$ cat config.mk
export PLATFORM = sky130hd
export DESIGN_NAME = exc_seq_top
export DESIGN_NICKNAME = d
export VERILOG_FILES = /design/src/rtl/exc_seq_pkg.sv /design/src/rtl/exc_seq_ctrl.sv /design/src/rtl/exc_seq_frame.sv /design/src/rtl/exc_seq_vec.sv /design/src/rtl/exc_seq_top.sv
export SDC_FILE = /design/constraint.sdc
export NUM_CORES = 1
export LEC_CHECK = 0
export ABC_AREA = 1
export BUFFER_PORTS_ARGS = -buffer_cell sky130_fd_sc_hd__buf_2
export CAP_MARGIN = 20
export CORE_AREA = 2 2 197 199
export DETAILED_ROUTE_END_ITERATION = 16
export DIE_AREA = 0 0 199 201
export SETUP_SLACK_MARGIN = 0.2
export SLEW_MARGIN = 20
export SYNTH_ARGS = -nofsm -noshare
export SYNTH_HDL_FRONTEND = slang
export SYNTH_HIERARCHICAL = 1
export SYNTH_SLANG_ARGS = --single-unit
$ cat constraint.sdc
create_clock -name clk -period 2.75 [get_ports clk]
set_input_delay 0.4125 -clock clk [delete_from_list [all_inputs] [get_ports clk]]
set_output_delay 0.4125 -clock clk [all_outputs]
set_load 0.02 [all_outputs]
$ cat src/rtl/exc_seq_pkg.sv
package exc_seq_pkg;

    localparam int FRAME_WORDS  = 8;
    localparam int WORD_BYTES   = 4;
    localparam int ENTRY_CYCLES = 12;
    localparam int CHAIN_CYCLES = 6;

    typedef enum logic [3:0] {
        ST_IDLE,
        ST_STACK,
        ST_VEC,
        ST_START,
        ST_ACTIVE,
        ST_TCHAIN,
        ST_UNSTACK,
        ST_RESTORE,
        ST_RET
    } seq_state_e;

endpackage

$ cat src/rtl/exc_seq_ctrl.sv
module exc_seq_ctrl
    import exc_seq_pkg::*;
#(
    parameter int NUM_W = 6,
    parameter int CNT_W = 4
) (
    input  logic             clk,
    input  logic             rst_n,
    input  logic             take_req,
    input  logic [NUM_W-1:0] take_num,
    input  logic             hdl_done,
    input  logic             chain_req,
    input  logic [NUM_W-1:0] chain_num,
    input  logic             rest_valid,
    input  logic [NUM_W-1:0] rest_num_in,
    output seq_state_e       state,
    output logic [CNT_W-1:0] cnt,
    output logic [NUM_W-1:0] pend_num,
    output logic [NUM_W-1:0] cur_num,
    output logic             take_ack,
    output logic             push_en,
    output logic             pop_en,
    output logic             vec_rd,
    output logic             vec_cap,
    output logic             sp_dec,
    output logic             sp_inc,
    output logic             hdl_start,
    output logic             exc_ret,
    output logic             busy
);

    localparam int VEC_LEN     = ENTRY_CYCLES - FRAME_WORDS - 1;
    localparam int TCHAIN_LEN  = CHAIN_CYCLES - VEC_LEN - 1;
    localparam int RESTORE_LEN = ENTRY_CYCLES - FRAME_WORDS - 1;
    localparam logic [CNT_W-1:0] FRAME_LAST   = CNT_W'(FRAME_WORDS - 1);
    localparam logic [CNT_W-1:0] VEC_LAST     = CNT_W'(VEC_LEN - 1);
    localparam logic [CNT_W-1:0] TCHAIN_LAST  = CNT_W'(TCHAIN_LEN - 1);
    localparam logic [CNT_W-1:0] RESTORE_LAST = CNT_W'(RESTORE_LEN - 1);

    seq_state_e       st_nx;
    logic [CNT_W-1:0] cnt_nx;
    logic [NUM_W-1:0] pend_nx;
    logic [NUM_W-1:0] cur_nx;
    logic [NUM_W-1:0] rest_num;
    logic [NUM_W-1:0] rest_nx;

    // Next-state decision
    always_comb begin
        st_nx   = state;
        cnt_nx  = cnt + 1'b1;
        pend_nx = pend_num;
        cur_nx  = cur_num;
        rest_nx = rest_valid ? rest_num_in : rest_num;
        unique case (state)
            ST_IDLE: begin
                cnt_nx = '0;
                if (take_req) begin
                    st_nx   = ST_STACK;
                    pend_nx = take_num;
                end
            end
            ST_STACK: begin
                if (cnt == FRAME_LAST) begin
                    st_nx  = ST_VEC;
                    cnt_nx = '0;
                end
            end
            ST_VEC: begin
                if (cnt == VEC_LAST) begin
                    st_nx  = ST_START;
                    cnt_nx = '0;
                    cur_nx = pend_num;
                end
            end
            ST_START: begin
                st_nx  = ST_ACTIVE;
                cnt_nx = '0;
            end
            ST_ACTIVE: begin
                cnt_nx = '0;
                if (hdl_done) begin
                    if (chain_req) begin
                        st_nx   = ST_TCHAIN;
                        pend_nx = chain_num;
                    end else begin
                        st_nx = ST_UNSTACK;
                    end
                end else if (take_req) begin
                    st_nx   = ST_STACK;
                    pend_nx = take_num;
                end
            end
            ST_TCHAIN: begin
                if (cnt == TCHAIN_LAST) begin
                    st_nx  = ST_VEC;
                    cnt_nx = '0;
                end
            end
            ST_UNSTACK: begin
                if (cnt == FRAME_LAST) begin
                    st_nx  = ST_RESTORE;
                    cnt_nx = '0;
                end
            end
            ST_RESTORE: begin
                if (cnt == RESTORE_LAST) begin
                    st_nx  = ST_RET;
                    cnt_nx = '0;
                    cur_nx = rest_num;
                end
            end
            ST_RET: begin
                cnt_nx = '0;
                st_nx  = (cur_num == '0) ? ST_IDLE : ST_ACTIVE;
            end
            default: begin
                st_nx  = ST_IDLE;
                cnt_nx = '0;
            end
        endcase
    end

    // State register
    always_ff @(posedge clk or negedge rst_n) begin
        if (!rst_n) begin
            state    <= ST_IDLE;
            cnt      <= '0;
            pend_num <= '0;
            cur_num  <= '0;
            rest_num <= '0;
        end else begin
            state    <= st_nx;
            cnt      <= cnt_nx;
            pend_num <= pend_nx;
            cur_num  <= cur_nx;
            rest_num <= rest_nx;
        end
    end

    // Outputs
    always_comb begin
        take_ack  = take_req && ((state == ST_IDLE) || ((state == ST_ACTIVE) && !hdl_done));
        push_en   = (state == ST_STACK);
        pop_en    = (state == ST_UNSTACK);
        vec_rd    = (state == ST_VEC) && (cnt == '0);
        vec_cap   = (state == ST_VEC) && (cnt == CNT_W'(1));
        sp_dec    = (state == ST_STACK) && (cnt == FRAME_LAST);
        sp_inc    = (state == ST_RESTORE) && (cnt == RESTORE_LAST);
        hdl_start = (state == ST_START);
        exc_ret   = (state == ST_RET);
        busy      = !((state == ST_IDLE) || (state == ST_ACTIVE) || (state == ST_START));
    end

    // a handler start always follows the vector read
    a_r2_start_after_vec: assert property (@(posedge clk) disable iff (!rst_n)
        (state == ST_START) |-> ($past(state) == ST_VEC));

    // the running number only moves on a start or a return
    a_r11_num_moves_on_start: assert property (@(posedge clk) disable iff (!rst_n)
        (cur_num != $past(cur_num)) |-> ((state == ST_START) || (state == ST_RET)));

endmodule

$ cat src/rtl/exc_seq_frame.sv
module exc_seq_frame
    import exc_seq_pkg::*;
#(
    parameter int          XLEN     = 32,
    parameter int          NUM_W    = 6,
    parameter int          IDX_W    = 3,
    parameter logic [31:0] SP_RESET = 32'h0000_1000
) (
    input  logic                            clk,
    input  logic                            rst_n,
    input  logic [IDX_W-1:0]                idx,
    input  logic                            push_en,
    input  logic                            pop_en,
    input  logic                            sp_dec,
    input  logic                            sp_inc,
    input  logic [(FRAME_WORDS-1)*XLEN-1:0] core_regs,
    input  logic [XLEN-NUM_W-1:0]           core_flags,
    input  logic [NUM_W-1:0]                cur_num,
    input  logic [XLEN-1:0]                 mem_rdata,
    output logic [XLEN-1:0]                 sp,
    output logic [XLEN-1:0]                 frame_addr,
    output logic [XLEN-1:0]                 frame_wdata,
    output logic                            ctx_wr_en,
    output logic [IDX_W-1:0]                ctx_wr_idx,
    output logic [XLEN-1:0]                 ctx_wr_data,
    output logic                            rest_valid,
    output logic [NUM_W-1:0]                rest_num
);

    localparam logic [XLEN-1:0]  FRAME_BYTES = XLEN'(FRAME_WORDS * WORD_BYTES);
    localparam logic [IDX_W-1:0] STATUS_IDX  = IDX_W'(FRAME_WORDS - 1);

    logic [XLEN-1:0]  words [FRAME_WORDS];
    logic [XLEN-1:0]  offs;
    logic             rd_q;
    logic [IDX_W-1:0] idx_q;

    genvar g;
    generate
        for (g = 0; g < FRAME_WORDS - 1; g++) begin : g_regs
            assign words[g] = core_regs[g*XLEN +: XLEN];
        end
    endgenerate
    assign words[FRAME_WORDS-1] = {core_flags, cur_num};

    assign offs        = XLEN'({idx, 2'b00});
    assign frame_wdata = words[idx];
    assign frame_addr  = push_en ? (sp - FRAME_BYTES + offs) : (sp + offs);

    always_ff @(posedge clk or negedge rst_n) begin
        if (!rst_n) begin
            sp    <= SP_RESET;
            rd_q  <= 1'b0;
            idx_q <= '0;
        end else begin
            rd_q  <= pop_en;
            idx_q <= idx;
            if (sp_dec)
                sp <= sp - FRAME_BYTES;
            else if (sp_inc)
                sp <= sp + FRAME_BYTES;
        end
    end

    assign ctx_wr_en   = rd_q;
    assign ctx_wr_idx  = idx_q;
    assign ctx_wr_data = mem_rdata;
    assign rest_valid  = rd_q && (idx_q == STATUS_IDX);
    assign rest_num    = mem_rdata[NUM_W-1:0];

    // stack pointer stays word-aligned
    a_r4_sp_aligned: assert property (@(posedge clk) disable iff (!rst_n)
        sp[1:0] == 2'b00);

    // entry lowers the stack pointer by one frame
    a_r4_sp_drop: assert property (@(posedge clk) disable iff (!rst_n)
        sp_dec |=> (sp == $past(sp) - FRAME_BYTES));

    // final return raises the stack pointer by one frame
    a_r7_sp_rise: assert property (@(posedge clk) disable iff (!rst_n)
        sp_inc |=> (sp == $past(sp) + FRAME_BYTES));

endmodule

$ cat src/rtl/exc_seq_vec.sv
module exc_seq_vec #(
    parameter int XLEN  = 32,
    parameter int NUM_W = 6
) (
    input  logic             clk,
    input  logic             rst_n,
    input  logic [XLEN-1:0]  vtor,
    input  logic [NUM_W-1:0] pend_num,
    input  logic             vec_rd,
    input  logic             vec_cap,
    input  logic [XLEN-1:0]  mem_rdata,
    output logic [XLEN-1:0]  vec_addr,
    output logic [XLEN-1:0]  hdl_addr
);

    assign vec_addr = vtor + (XLEN'(pend_num) << 2);

    always_ff @(posedge clk or negedge rst_n) begin
        if (!rst_n)
            hdl_addr <= '0;
        else if (vec_cap)
            hdl_addr <= mem_rdata;
    end

    // the handler address is captured the cycle after the table read
    a_r5_capture_after_read: assert property (@(posedge clk) disable iff (!rst_n)
        vec_cap |-> $past(vec_rd));

endmodule

$ cat src/rtl/exc_seq_top.sv
module exc_seq_top
    import exc_seq_pkg::*;
#(
    parameter int          XLEN     = 32,
    parameter int          NUM_W    = 6,
    parameter logic [31:0] SP_RESET = 32'h0000_1000
) (
    input  logic                            clk,
    input  logic                            rst_n,
    input  logic                            take_req,
    input  logic [NUM_W-1:0]                take_num,
    output logic                            take_ack,
    input  logic                            hdl_done,
    input  logic                            chain_req,
    input  logic [NUM_W-1:0]                chain_num,
    input  logic [XLEN-1:0]                 vtor,
    input  logic [(FRAME_WORDS-1)*XLEN-1:0] core_regs,
    input  logic [XLEN-NUM_W-1:0]           core_flags,
    output logic                            mem_we,
    output logic                            mem_re,
    output logic [XLEN-1:0]                 mem_addr,
    output logic [XLEN-1:0]                 mem_wdata,
    input  logic [XLEN-1:0]                 mem_rdata,
    output logic                            hdl_start,
    output logic [XLEN-1:0]                 hdl_addr,
    output logic                            exc_ret,
    output logic                            busy,
    output logic [NUM_W-1:0]                cur_num,
    output logic [XLEN-1:0]                 sp,
    output logic                            ctx_wr_en,
    output logic [$clog2(FRAME_WORDS)-1:0]  ctx_wr_idx,
    output logic [XLEN-1:0]                 ctx_wr_data
);

    localparam int IDX_W = $clog2(FRAME_WORDS);
    localparam int CNT_W = $clog2(FRAME_WORDS + 1);

    seq_state_e       state;
    logic [CNT_W-1:0] cnt;
    logic [NUM_W-1:0] pend_num;
    logic             push_en, pop_en, vec_rd, vec_cap, sp_dec, sp_inc;
    logic             rest_valid;
    logic [NUM_W-1:0] rest_num;
    logic [XLEN-1:0]  frame_addr, frame_wdata, vec_addr;

    exc_seq_ctrl #(.NUM_W(NUM_W), .CNT_W(CNT_W)) u_ctrl (
        .clk        (clk),
        .rst_n      (rst_n),
        .take_req   (take_req),
        .take_num   (take_num),
        .hdl_done   (hdl_done),
        .chain_req  (chain_req),
        .chain_num  (chain_num),
        .rest_valid (rest_valid),
        .rest_num_in(rest_num),
        .state      (state),
        .cnt        (cnt),
        .pend_num   (pend_num),
        .cur_num    (cur_num),
        .take_ack   (take_ack),
        .push_en    (push_en),
        .pop_en     (pop_en),
        .vec_rd     (vec_rd),
        .vec_cap    (vec_cap),
        .sp_dec     (sp_dec),
        .sp_inc     (sp_inc),
        .hdl_start  (hdl_start),
        .exc_ret    (exc_ret),
        .busy       (busy)
    );

    exc_seq_frame #(.XLEN(XLEN), .NUM_W(NUM_W), .IDX_W(IDX_W), .SP_RESET(SP_RESET)) u_frame (
        .clk        (clk),
        .rst_n      (rst_n),
        .idx        (cnt[IDX_W-1:0]),
        .push_en    (push_en),
        .pop_en     (pop_en),
        .sp_dec     (sp_dec),
        .sp_inc     (sp_inc),
        .core_regs  (core_regs),
        .core_flags (core_flags),
        .cur_num    (cur_num),
        .mem_rdata  (mem_rdata),
        .sp         (sp),
        .frame_addr (frame_addr),
        .frame_wdata(frame_wdata),
        .ctx_wr_en  (ctx_wr_en),
        .ctx_wr_idx (ctx_wr_idx),
        .ctx_wr_data(ctx_wr_data),
        .rest_valid (rest_valid),
        .rest_num   (rest_num)
    );

    exc_seq_vec #(.XLEN(XLEN), .NUM_W(NUM_W)) u_vec (
        .clk      (clk),
        .rst_n    (rst_n),
        .vtor     (vtor),
        .pend_num (pend_num),
        .vec_rd   (vec_rd),
        .vec_cap  (vec_cap),
        .mem_rdata(mem_rdata),
        .vec_addr (vec_addr),
        .hdl_addr (hdl_addr)
    );

    assign mem_we    = push_en;
    assign mem_re    = pop_en | vec_rd;
    assign mem_addr  = (state == ST_VEC) ? vec_addr : frame_addr;
    assign mem_wdata = frame_wdata;

    // nothing is accepted while sequencing
    a_r10_no_ack_when_busy: assert property (@(posedge clk) disable iff (!rst_n)
        busy |-> !take_ack);

    // writes and reads never share a cycle
    a_r3_write_excludes_read: assert property (@(posedge clk) disable iff (!rst_n)
        mem_we |-> !mem_re);

    // the tail-chain lead-in leaves the stack pointer alone
    a_r6_chain_keeps_sp: assert property (@(posedge clk) disable iff (!rst_n)
        (state == ST_TCHAIN) |=> $stable(sp));

endmodule

# After elaboration in Yosys (flattened, before gate mapping)
# Cells that the tools add are included.
[word_totals] elab_cells=87 out_inout_bits=176 input_bits=331 register_bits=94
[op_classes] addsub=6 magnitude_cmp=1 eq_ne=18 reduce_logical=23 bitwise_logic=2 mux=28
[ops] cell="2-to-1 mux 32 bit" n=6
[ops] cell="binary-select mux 32 bit (select 3 bit)" n=1
[ops] cell="adder 32 x 5 -> 32 bit" n=2
[ops] cell="2-to-1 mux 4 bit" n=10
[ops] cell="case mux 4 bit (9 select lines)" n=1
[ops] cell="adder 32 x 6 -> 32 bit, second input constant" n=1
[ops] cell="adder 32 x 8 -> 32 bit" n=1
[ops] cell="subtractor 32 x 6 -> 32 bit, second input constant" n=1
[ops] cell="2-to-1 mux 6 bit" n=5
[ops] cell="case mux 6 bit (2 select lines)" n=2
[ops] cell="== test 4 x 3 -> 1 bit, second input constant" n=5
[ops] cell="== test 4 x 2 -> 1 bit, second input constant" n=3
[ops] cell="case mux 4 bit (3 select lines)" n=1
[ops] cell="== test 4 x 1 -> 1 bit, second input constant" n=2
[ops] cell="logical NOT 4 bit" n=2
[ops] cell="!= test 2 x 1 -> 1 bit, second input constant" n=4
[ops] cell="logical AND 1 bit" n=7
[ops] cell="logical NOT 6 bit" n=1
[ops] cell="nonzero test 2 bit" n=3
[ops] cell="AND reduction 5 bit" n=1
[ops] cell="adder 4 x 1 -> 4 bit, second input constant" n=1
[ops] cell="== test 4 bit, second input constant" n=1
[ops] cell=">= comparator 4 bit, second input constant" n=1
[ops] cell="inverter 3 -> 4 bit" n=1
[ops] cell="11 further kinds" n=15

# Longest topological paths before layout
# Gate-level depths: netlist (run 1).
[depth] ltp_word=4 ltp_mapped=14 ltp_nobuf=14

# Cells and area by module
# The synthesis (run 1) kept the hierarchy.
[modules_own_cells] module="exc_seq_frame" n_inst=1 cells_each=1013 area_each_um2=5550.3 seq_area_each_um2=777.0
[modules_own_cells] module="exc_seq_vec" n_inst=1 cells_each=309 area_each_um2=2358.5 seq_area_each_um2=800.8
[modules_own_cells] module="exc_seq_ctrl" n_inst=1 cells_each=205 area_each_um2=1547.7 seq_area_each_um2=650.6
[modules_own_cells] module="exc_seq_top" n_inst=1 cells_each=110 area_each_um2=503.0 seq_area_each_um2=0.0

# Worst setup path before layout (run 1)
# No wires, ideal clock.
[synth_path] path_kind="input to output" start="input vtor[2]" end="output mem_addr[30]" arrival_time_ps=1893 path_buffers=0 stages=14 setup_slack_ps=444 t_required_ps=2338 path_cell_list="ha_1 -> inv_1 -> fa_1 -> inv_1 -> nand3_1 -> nand2_1 -> nand2_1 -> nand2_2 -> nand2_2 -> inv_1 -> nand3_1 -> nand2_1 -> nand3_1 -> nand2_1"
[synth_via] elab_chain_len=2
[synth_lines] element="start: declaration" line="exc_seq_top.sv:16" text="input logic [XLEN-1:0] vtor,"
[synth_lines] element="adder 32 x 8 -> 32 bit" line="exc_seq_vec.sv:16" text="assign vec_addr = vtor + (XLEN'(pend_num) << 2);"
[synth_lines] element="net vec_addr[30]" line="exc_seq_top.sv:44" text="logic [XLEN-1:0] frame_addr, frame_wdata, vec_addr;"
[synth_lines] element="2-to-1 mux 32 bit" line="exc_seq_top.sv:108" text="assign mem_addr = (state == ST_VEC) ? vec_addr : frame_addr;"
[synth_lines] element="end: declaration" line="exc_seq_top.sv:21" text="output logic [XLEN-1:0] mem_addr,"
# The timed path passes the listed nets, and every way through them passes these cells.

# Final worst setup path (run 1)
[layout_path] start="register u_ctrl.state[0]" end="output mem_addr[8]"
[layout_via] elab_chain_len=3 word_cells_on_any_way=4
[layout_lines] element="start: declaration" line="exc_seq_ctrl.sv:16" text="output seq_state_e state,"
[layout_lines] element="start signal: assignment" line="exc_seq_ctrl.sv:132" text="state <= st_nx;"
[layout_lines] element="== test 4 x 1 -> 1 bit" line="exc_seq_ctrl.sv:143" text="push_en = (state == ST_STACK);"
[layout_lines] element="2-to-1 mux 32 bit" line="exc_seq_frame.sv:48" text="assign frame_addr = push_en ? (sp - FRAME_BYTES + offs) : (sp + offs);"
[layout_lines] element="net frame_addr[8]" line="exc_seq_top.sv:44"
[layout_lines] element="2-to-1 mux 32 bit" line="exc_seq_top.sv:108"
# The timed path passes the listed nets, and every way through them passes these cells.

==> summary.md, run 1 <==
| Metric | Value |
|---|---|
| Initial Utilization | 0.261 |
| First-pass DRT Iterations | 5 |
| Worst hold-check path type | in -> reg |
| Commonest cells in the synthesized netlist | nand2_1 (476), nor2_1 (321), nand3_1 (115), inv_1 (104), o21ai_0 (101) |
| Via count | 13,428 |
| FILL cells | 4,130 |
| Layout cells sized above 1 | 0.413 |
| Starting DRT DRC Count | 1,111 |
| Dpl hpwl | between 40,000 and 50,000 microns |
| Routed wire length | approximately 58,000 microns |
| Pin count of the biggest net entering global routing | 58 |
| P per Cell Area | 889 nW/um^2 |
| Cell Chain, Critical Path | inv_2 > nor2_4 > nand2_2 > clkinv_4 > bufbuf_16 > o21ai_0 > nand2_1 > nand2_1 > buf_6 |
| Num CTS Buffers | 9 |
| Worst Setup End Kind | output port |
| Remaining DRCs | 0 |
| WHS Path Cells | 2 |
| CP bufs+invs | 4 |
| Cell taking the most area after synthesis | dfrtp_1 |
| Die area | roughly 40,000 sq um |
| Chip Width | about 200 microns |
| Flops & latches, synth | 89 |
| Root Driver | clkbuf_16 |
| Register area | 2270 sq um |
| Clock-pin slew on the worst setup and hold paths | roughly 70 ps |
| Gate Count Post-Synth | 1,637 |
| # rows | 72 |
| Crit Path Class | reg -> out |
| Number of global-route vias before repair | approximately 13,000 |
| Hold Violations, Final | 0 |
| FMAX | 0.368 GHz |
| Critical path arrival | 2310 ps |
| Pre-CTS setup slack | between 60 and 70 ps |
| Antenna violations before repair | 14 |
| Fin crit period | 2720 ps |
| DP Cell Count | between 2,000 and 3,000 |
| CTS max path bufs | 2 |
| Total grt overflow | 0 |
| Number of max-cap violations | 0 |
| Unrepaired setup endpoints after global routing | true |
| First-pass GRT wire length | roughly 80,000 microns |
| Setup violation total in the final timing report | 0 |
| Worst-Margin Slew | 601 ps |
| Outcome | completed |
| CP Max Fanout | 11 |
| R2R Setup Slk | 320 ps |
| Post-synth EDFFs | 0 |
| CTS tree | yes |
| Top post-synthesis cells by area | dfrtp_1 (22%), nand2_1 (18%), nor2_1 (12%) |
| Core area | 38,100 sq um |
| Finished Core Util | 0.393 |
| Total power | 13.3 mW |
| Global Route Usage Sum | 0.269 |
| CTS sink cnt | 89 |
| CP delay by family, top | buffers and inverters |
| CP max-delay cell | dfrtp_2 |
| Data required, critical path | 2340 ps |
| Finished Layout Cells | 2,680 |
| Clock Skew | 10.9 ps |
| Leakage | 7.73 nW |
| H-tree Lvls | 3 |
| Area grow syn2layout | 50.6% |
| Final setup margin | 29.0 ps |
| Vias/cell | approximately 5.0 |
| Fin. max-slew vios | 0 |
| Die Height | 201 microns |
| Worst-case reg-to-reg path depth | 10 |
| Port Buf Inserts | 501 |
| Most Frequent Cell on Critical Path | nand2_1 |
| Synth Flop Type | dfrtp_1 |
| Post-Syn Area per Cell | 6.08 sq um |
| Post-synthesis sequential area ratio | 0.224 |
| Relative slew slack | 0.595 |
| DR WL/cell | 21.5 microns |
| Final period utilization | 0.989 |
| Fraction of registers with async set/reset | 1.00 |
| Peak VDD IR | 0.591 mV |
| YS warnings | 6 |
| Startpoint types | register |
| Synth unique cells | 54 |
| Footprint of the multi-input gates | 7210 sq um |
| Worst-Skew Late Latency | 360 ps |
| Netlist Area Pre-Place | 9960 sq um |
| Final #Nets | 2,490 |
| IO Pins | 507 |
| Worst stage delay on the critical path | 420 ps |
| Routability cong. | 0.973 |
| Share of the synthesized area in the top cell type | 0.221 |
| Stages on worst setup path | 9 |
| Top-count cell post-synth | nand2_1 |
| Final ANT Viol Nets | 0 |
==> kinds of logic after synthesis <==
kind of cell / synth area share
buffers and inverters: 0.124
XOR/XNOR: 0.0378
flip-flops: 0.224
AO/OA/AOI/OAI: 0.142
AND/OR/NAND/NOR: 0.419
other: 0.000377
multiplexers: 0.0362
adder cells (fa/ha/maj): 0.0171
==> repair_timing <==
item / in CTS / in global routing
resized for setup: 172 / 118
hold endpoints to repair: 13 / 0
gates cloned: 7 / 4
endpoints found under the setup margin: 47 / 60
setup buffers: 55 / 16
hold buffers: 1 / 0
pin swaps: 50 / 64
==> per-layer routing <==
metal	vias to the layer above	routed length, microns	global-route usage
met4	4	2410	0.122
li1	6298	-	-
met3	105	3660	0.0220
met1	6338	23700	0.340
met2	683	27800	0.464
met5	-	31	0
==> state kept, by name (all words and copies together), names as in the netlist <==
name,cells
u_vec/hdl_addr,32
u_frame/ctx_wr_idx,3
u_ctrl/pend_num,6
u_ctrl/cur_num,6
u_ctrl/cnt,4
u_ctrl/rest_num,6
u_frame/sp,27
u_frame/ctx_wr_en,1
u_ctrl/state,4
==> per-stage QoR <==
stage	area [sq um]	hold WS (ps)	setup TNS (ps)
after detailed placement	12800	299	0
after floorplan	9980	117	0
final	15000	299	0
after global routing	15000	290	-373
after CTS	14300	279	0
after global placement	12800	299	0
==> power by group <==
| part | internal, mW | switching, mW | leakage [nW] | total [mW] |
|---|---|---|---|---|
| Clock | 0.828 | 0.551 | 0.159 | 1.38 |
| Sequential | 1.74 | 0.365 | 1.06 | 2.10 |
| Combinational | 3.85 | 5.99 | 6.51 | 9.85 |
| Total | 6.42 | 6.91 | 7.73 | 13.3 |
==> worst register-to-register path: stages (launching register included) <==
cell and delay [ps]:
dfrtp_4 540, buf_12 170, inv_1 70, ha_1 210, nand2_1 200, nor2_2 100, buf_4 180, nor2_1 250
clkinvlp_4 130, buf_4 200, o221ai_1 270
==> area by class of cell <==
class | count | share of cell area
Tap cell | 518 | 0.0432
Inverter | 110 | 0.0292
Clock inverter | 4 | 0.00509
Antenna cell | 11 | 0.00184
Multi-Input combinational cell | 1303 | 0.481
Timing Repair Buffer | 633 | 0.272
Sequential cell | 89 | 0.151
Clock buffer | 12 | 0.0164
==> cells in the final DEF (no fill, tap or decap), types with 7 or more instances in the layout <==
master,Yosys,routed
o21ai_0,101,86
xor2_2,0,10
a21oi_2,6,8
dfrtp_2,0,27
buf_6,7,33
conb_1,1,7
xnor2_1,8,7
xor2_1,35,25
nand4_1,13,13
o32ai_2,0,12
nor2_2,14,19
nand2_4,2,15
nand3_1,115,107
nor2_1,321,296
inv_2,3,11
inv_1,104,93
o211ai_1,9,9
buf_2,37,466
buf_4,52,111
o32ai_1,64,52
nor3_1,7,7
a21oi_1,11,8
dfrtp_1,88,59
nand2_1,476,440
clkbuf_16,0,13
diode_2,0,11
nand2_2,19,41
nand3_2,2,9
o21ai_1,9,18
nor2_4,7,27
mux2_2,30,30
==> final timing paths <==
check | startpoint | endpoint
max | u_ctrl/state[0] | mem_addr[8]
min | mem_rdata[6] | u_vec/hdl_addr[6]
max reg2reg | u_ctrl/cnt[0] | u_frame/sp[11]
min reg2reg | u_vec/hdl_addr[28] | u_vec/hdl_addr[28]
max in group asynchronous | rst_n | u_frame/sp[12]
min in group asynchronous | rst_n | u_frame/sp[16]
Note: power is estimated with default switching activity, not from simulation.
==> run 2: changes to the inputs <==
--- a/config.mk
+++ b/config.mk
@@ -6,11 +6,11 @@
 export NUM_CORES = 1
 export LEC_CHECK = 0
 export ABC_AREA = 1
-export BUFFER_PORTS_ARGS = -buffer_cell sky130_fd_sc_hd__buf_2
 export CAP_MARGIN = 20
-export CORE_AREA = 2 2 197 199
+export CORE_AREA = 2 2 195 197
 export DETAILED_ROUTE_END_ITERATION = 16
-export DIE_AREA = 0 0 199 201
+export DIE_AREA = 0 0 197 199
+export DONT_BUFFER_PORTS = 1
 export SETUP_SLACK_MARGIN = 0.2
 export SLEW_MARGIN = 20
 export SYNTH_ARGS = -nofsm -noshare
==> run 2 against run 1 <==
  * Worst setup slack better by 94 ps
  * Via count down 14%
  * Flip-flop and latch count unchanged
  * Die area decreased by 2.0%
  * Final cell count fell by 21%
  * Combinational power fell by 19%
  * Register-to-register slack worse by 30 ps
  * Power down 11%
  * Clock power shrank 7%
  * Sequential power rose by 21%
  * Non-clock buffer count is 513 lower
  * Largest cell class unchanged
==> summary.md, run 2 (same netlist as run 1, synthesis figures left out) <==
| Metric | Value |
|---|---|
| Area grow syn2layout | 22.0% |
| Routed wire length | 52,900 microns (-8.2%) |
| Crit. Startpoint | u_frame/sp[12] |
| Worst-Margin Slew | 610 ps (+8.91 ps) |
| Layout cells sized above 1 | 0.242 (-0.171) |
| Number of max-cap violations | 0 (unchanged) |
| Starting DRT DRC Count | 1,047 (-5.8%) |
| Total grt overflow | 0 (unchanged) |
| Final ANT Viol Nets | 0 (unchanged) |
| Die Height | 199 microns (-1.0%) |
| Clock Skew | 9.53 ps (-1.41 ps) |
| Total power | 11.8 mW (-11%) |
| Biggest regs | u_vec/hdl_addr: 32 flops, u_frame/sp: 27 flops |
| Clock share of power | 0.108 (+0.005) |
| Finished Layout Cells | 2,123 (-21%) |
| CP Max Fanout | 7 (-4) |
| Relative slew slack | 0.592 (-0.00321) |
| Finished Core Util | 0.327 (-0.0664) |
| Leakage | 5.57 nW (-28%) |
| P per Cell Area | 974 nW/um^2 (+9.5%) |
| Clock-pin slew on the worst setup and hold paths | 70 ps (about the same) |
| Critical path arrival | 2210 ps (-100 ps) |
| Chip Width | 197 microns (-1.0%) |
| Num CTS Buffers | 9 (unchanged) |
| Hold Violations, Final | 0 (unchanged) |
| Dpl hpwl | 42,300 microns (-4.3%) |
| Final #Nets | 1,977 (-21%) |
| Global Route Usage Sum | 0.255 (-0.0136) |
| Commonest non-fill, non-tap cell in the layout | nand2_1 |
| Fin. max-slew vios | 0 (unchanged) |
| Peak VDD IR | 0.421 mV (-29%) |
| Via count | 11,571 (-14%) |
| Routability cong. | 1.08 (+11%) |
| Initial Utilization | 0.268 (+0.00685) |
| FMAX | 0.381 GHz (+3.6%) |
| Data required, critical path | 2340 ps (about the same) |
| Final period utilization | 0.955 (-0.0340) |
| IO Pins | 507 (unchanged) |
| Worst-Skew Late Latency | 370 ps (about the same) |
| Most frequent cells in the layout | nand2_1 (414), nor2_1 (300), nand3_1 (104), inv_1 (93), buf_4 (93) |
| Pre-CTS setup slack | 260 ps (+195 ps) |
| CTS tree | yes |
| CTS sink cnt | 89 (unchanged) |
| Crit Path Class | reg -> out |
| DP Cell Count | 2,045 (-20%) |
| Number of global-route vias before repair | 10,473 (-17%) |
| Core area | 37,100 sq um (-2.6%) |
| Startpoint types | register |
| Sequential share of power | 0.214 (+0.056) |
| Port Buf Inserts | 0 (-100%) |
| Reg2Reg Launch Point | u_ctrl/cnt[0] |
| Antenna violations before repair | 26 (+12) |
| Pin count of the biggest net entering global routing | 90 (+55%) |
| Vias/cell | 5.45 (+8.8%) |
| Worst hold-check path type | in -> reg |
| Setup TNS | 0 ps (unchanged) |
| Worst Setup End Kind | output port |
| Sw Pwr | 6.43 mW (-7.0%) |
| Die area | 39,200 sq um (-2.0%) |
| Internal power | 5.40 mW (-16%) |
| Largest register by flop count | u_vec/hdl_addr |
| First-pass DRT Iterations | 8 (+3) |
| Remaining DRCs | 0 (unchanged) |
| Fin crit period | 2630 ps (-93.5 ps) |
| Unrepaired setup endpoints after global routing | true |
| Root Driver | clkbuf_16 |
| CTS max path bufs | 2 (unchanged) |
| DR WL/cell | 24.9 microns (+16%) |
| Max reg flops | 32 (unchanged) |
| H-tree Lvls | 3 (unchanged) |
| Combinational power share | 0.677 (-0.062) |
| First-pass GRT wire length | 72,100 microns (-9.6%) |
| Final setup margin | 123 ps (+93.5 ps) |
| Switching fraction of total power | 0.543 (+0.0249) |
| Hold path start | mem_rdata[0] |
| # rows | 71 (-1.4%) |
| Outcome | completed |
| Setup violation total in the final timing report | 0 (unchanged) |
-- run 2: cell count changes in the layout (fill, tap and decap cells not counted), moves of 6 or more --
cell,previous run,this run
nand2_4,15,22
buf_12,6,14
dfrtp_1,59,69
buf_2,466,0
xor2_1,25,31
nand2_1,440,414
dfrtp_2,27,17
buf_6,33,5
buf_4,111,93
xor2_2,10,4
nand2_2,41,60
nor2_4,27,20
-- run 2: timing repair --
action,4_1_cts,5_1_grt
resized for setup,134,104
setup endpoints to repair,48,56
gates cloned,2,0
pin swaps,36,66
hold buffers,2,0
endpoints found under the hold margin,89,0
setup buffers,27,20
-- run 2: final cells by class --
| type | instances | area [sq um] |
|---|---|---|
| clock inverter | 5 | 56.3 |
| multi-input combinational | 1303 | 7320 |
| timing repair buffer | 120 | 1220 |
| tap | 474 | 593 |
| clock buffer | 11 | 243 |
| sequential | 89 | 2260 |
| fill | 4033 | 25000 |
| antenna | 11 | 27.5 |
| inverter | 110 | 428 |
-- run 2: through the flow --
stage	hold WS, ps	cell area (sq um)
2_1_floorplan	117	9980
3_3_place_gp	119	10500
3_5_place_dp	119	10500
4_1_cts	149	11600
5_1_grt	147	12100
6_report	170	12100
-- run 2: final timing paths --
check	to	slack, ps	cells after the start
setup / recovery	mem_addr[31]	120	10
hold / removal	u_ctrl/rest_num[0]	170	2
setup reg to reg	u_frame/sp[20]	290	12
hold reg to reg	u_ctrl/rest_num[5]	550	2
max in group asynchronous	u_ctrl/cnt[0]	1740	2
min in group asynchronous	u_frame/sp[23]	610	2
-- run 2: power by group through the flow --
stage / clock (mW) / combinational [mW] / sequential [mW]
2_1_floorplan: 0 / 4.58 / 2.42
3_3_place_gp: 0 / 6.53 / 2.54
3_5_place_dp: 0 / 6.62 / 2.56
4_1_cts: 1.33 / 7.44 / 2.53
5_1_grt: 1.38 / 8.53 / 2.58
6_report: 1.28 / 8.01 / 2.54
-- run 2: critical path: stages, from the launching register on --
cell	delay, ps
dfstp_4	540
nor2_4	170
nand2_1	120
nor2_1	100
nand2_1	60
nor2_1	120
xor2_1	200
nand2_1	70
o21ai_1	110
nand2_1	170
nand2_2	200
-- run 2: routing by layer --
| layer | share of wire | routed length (microns) | GRT usage |
|---|---|---|---|
| met1 | 0.39 | 20500 | 0.307 |
| met2 | 0.48 | 25100 | 0.425 |
| met3 | 0.10 | 5540 | 0.0917 |
| met4 | 0.031 | 1620 | 0.0805 |
| met5 | 0.0025 | 132 | 0 |
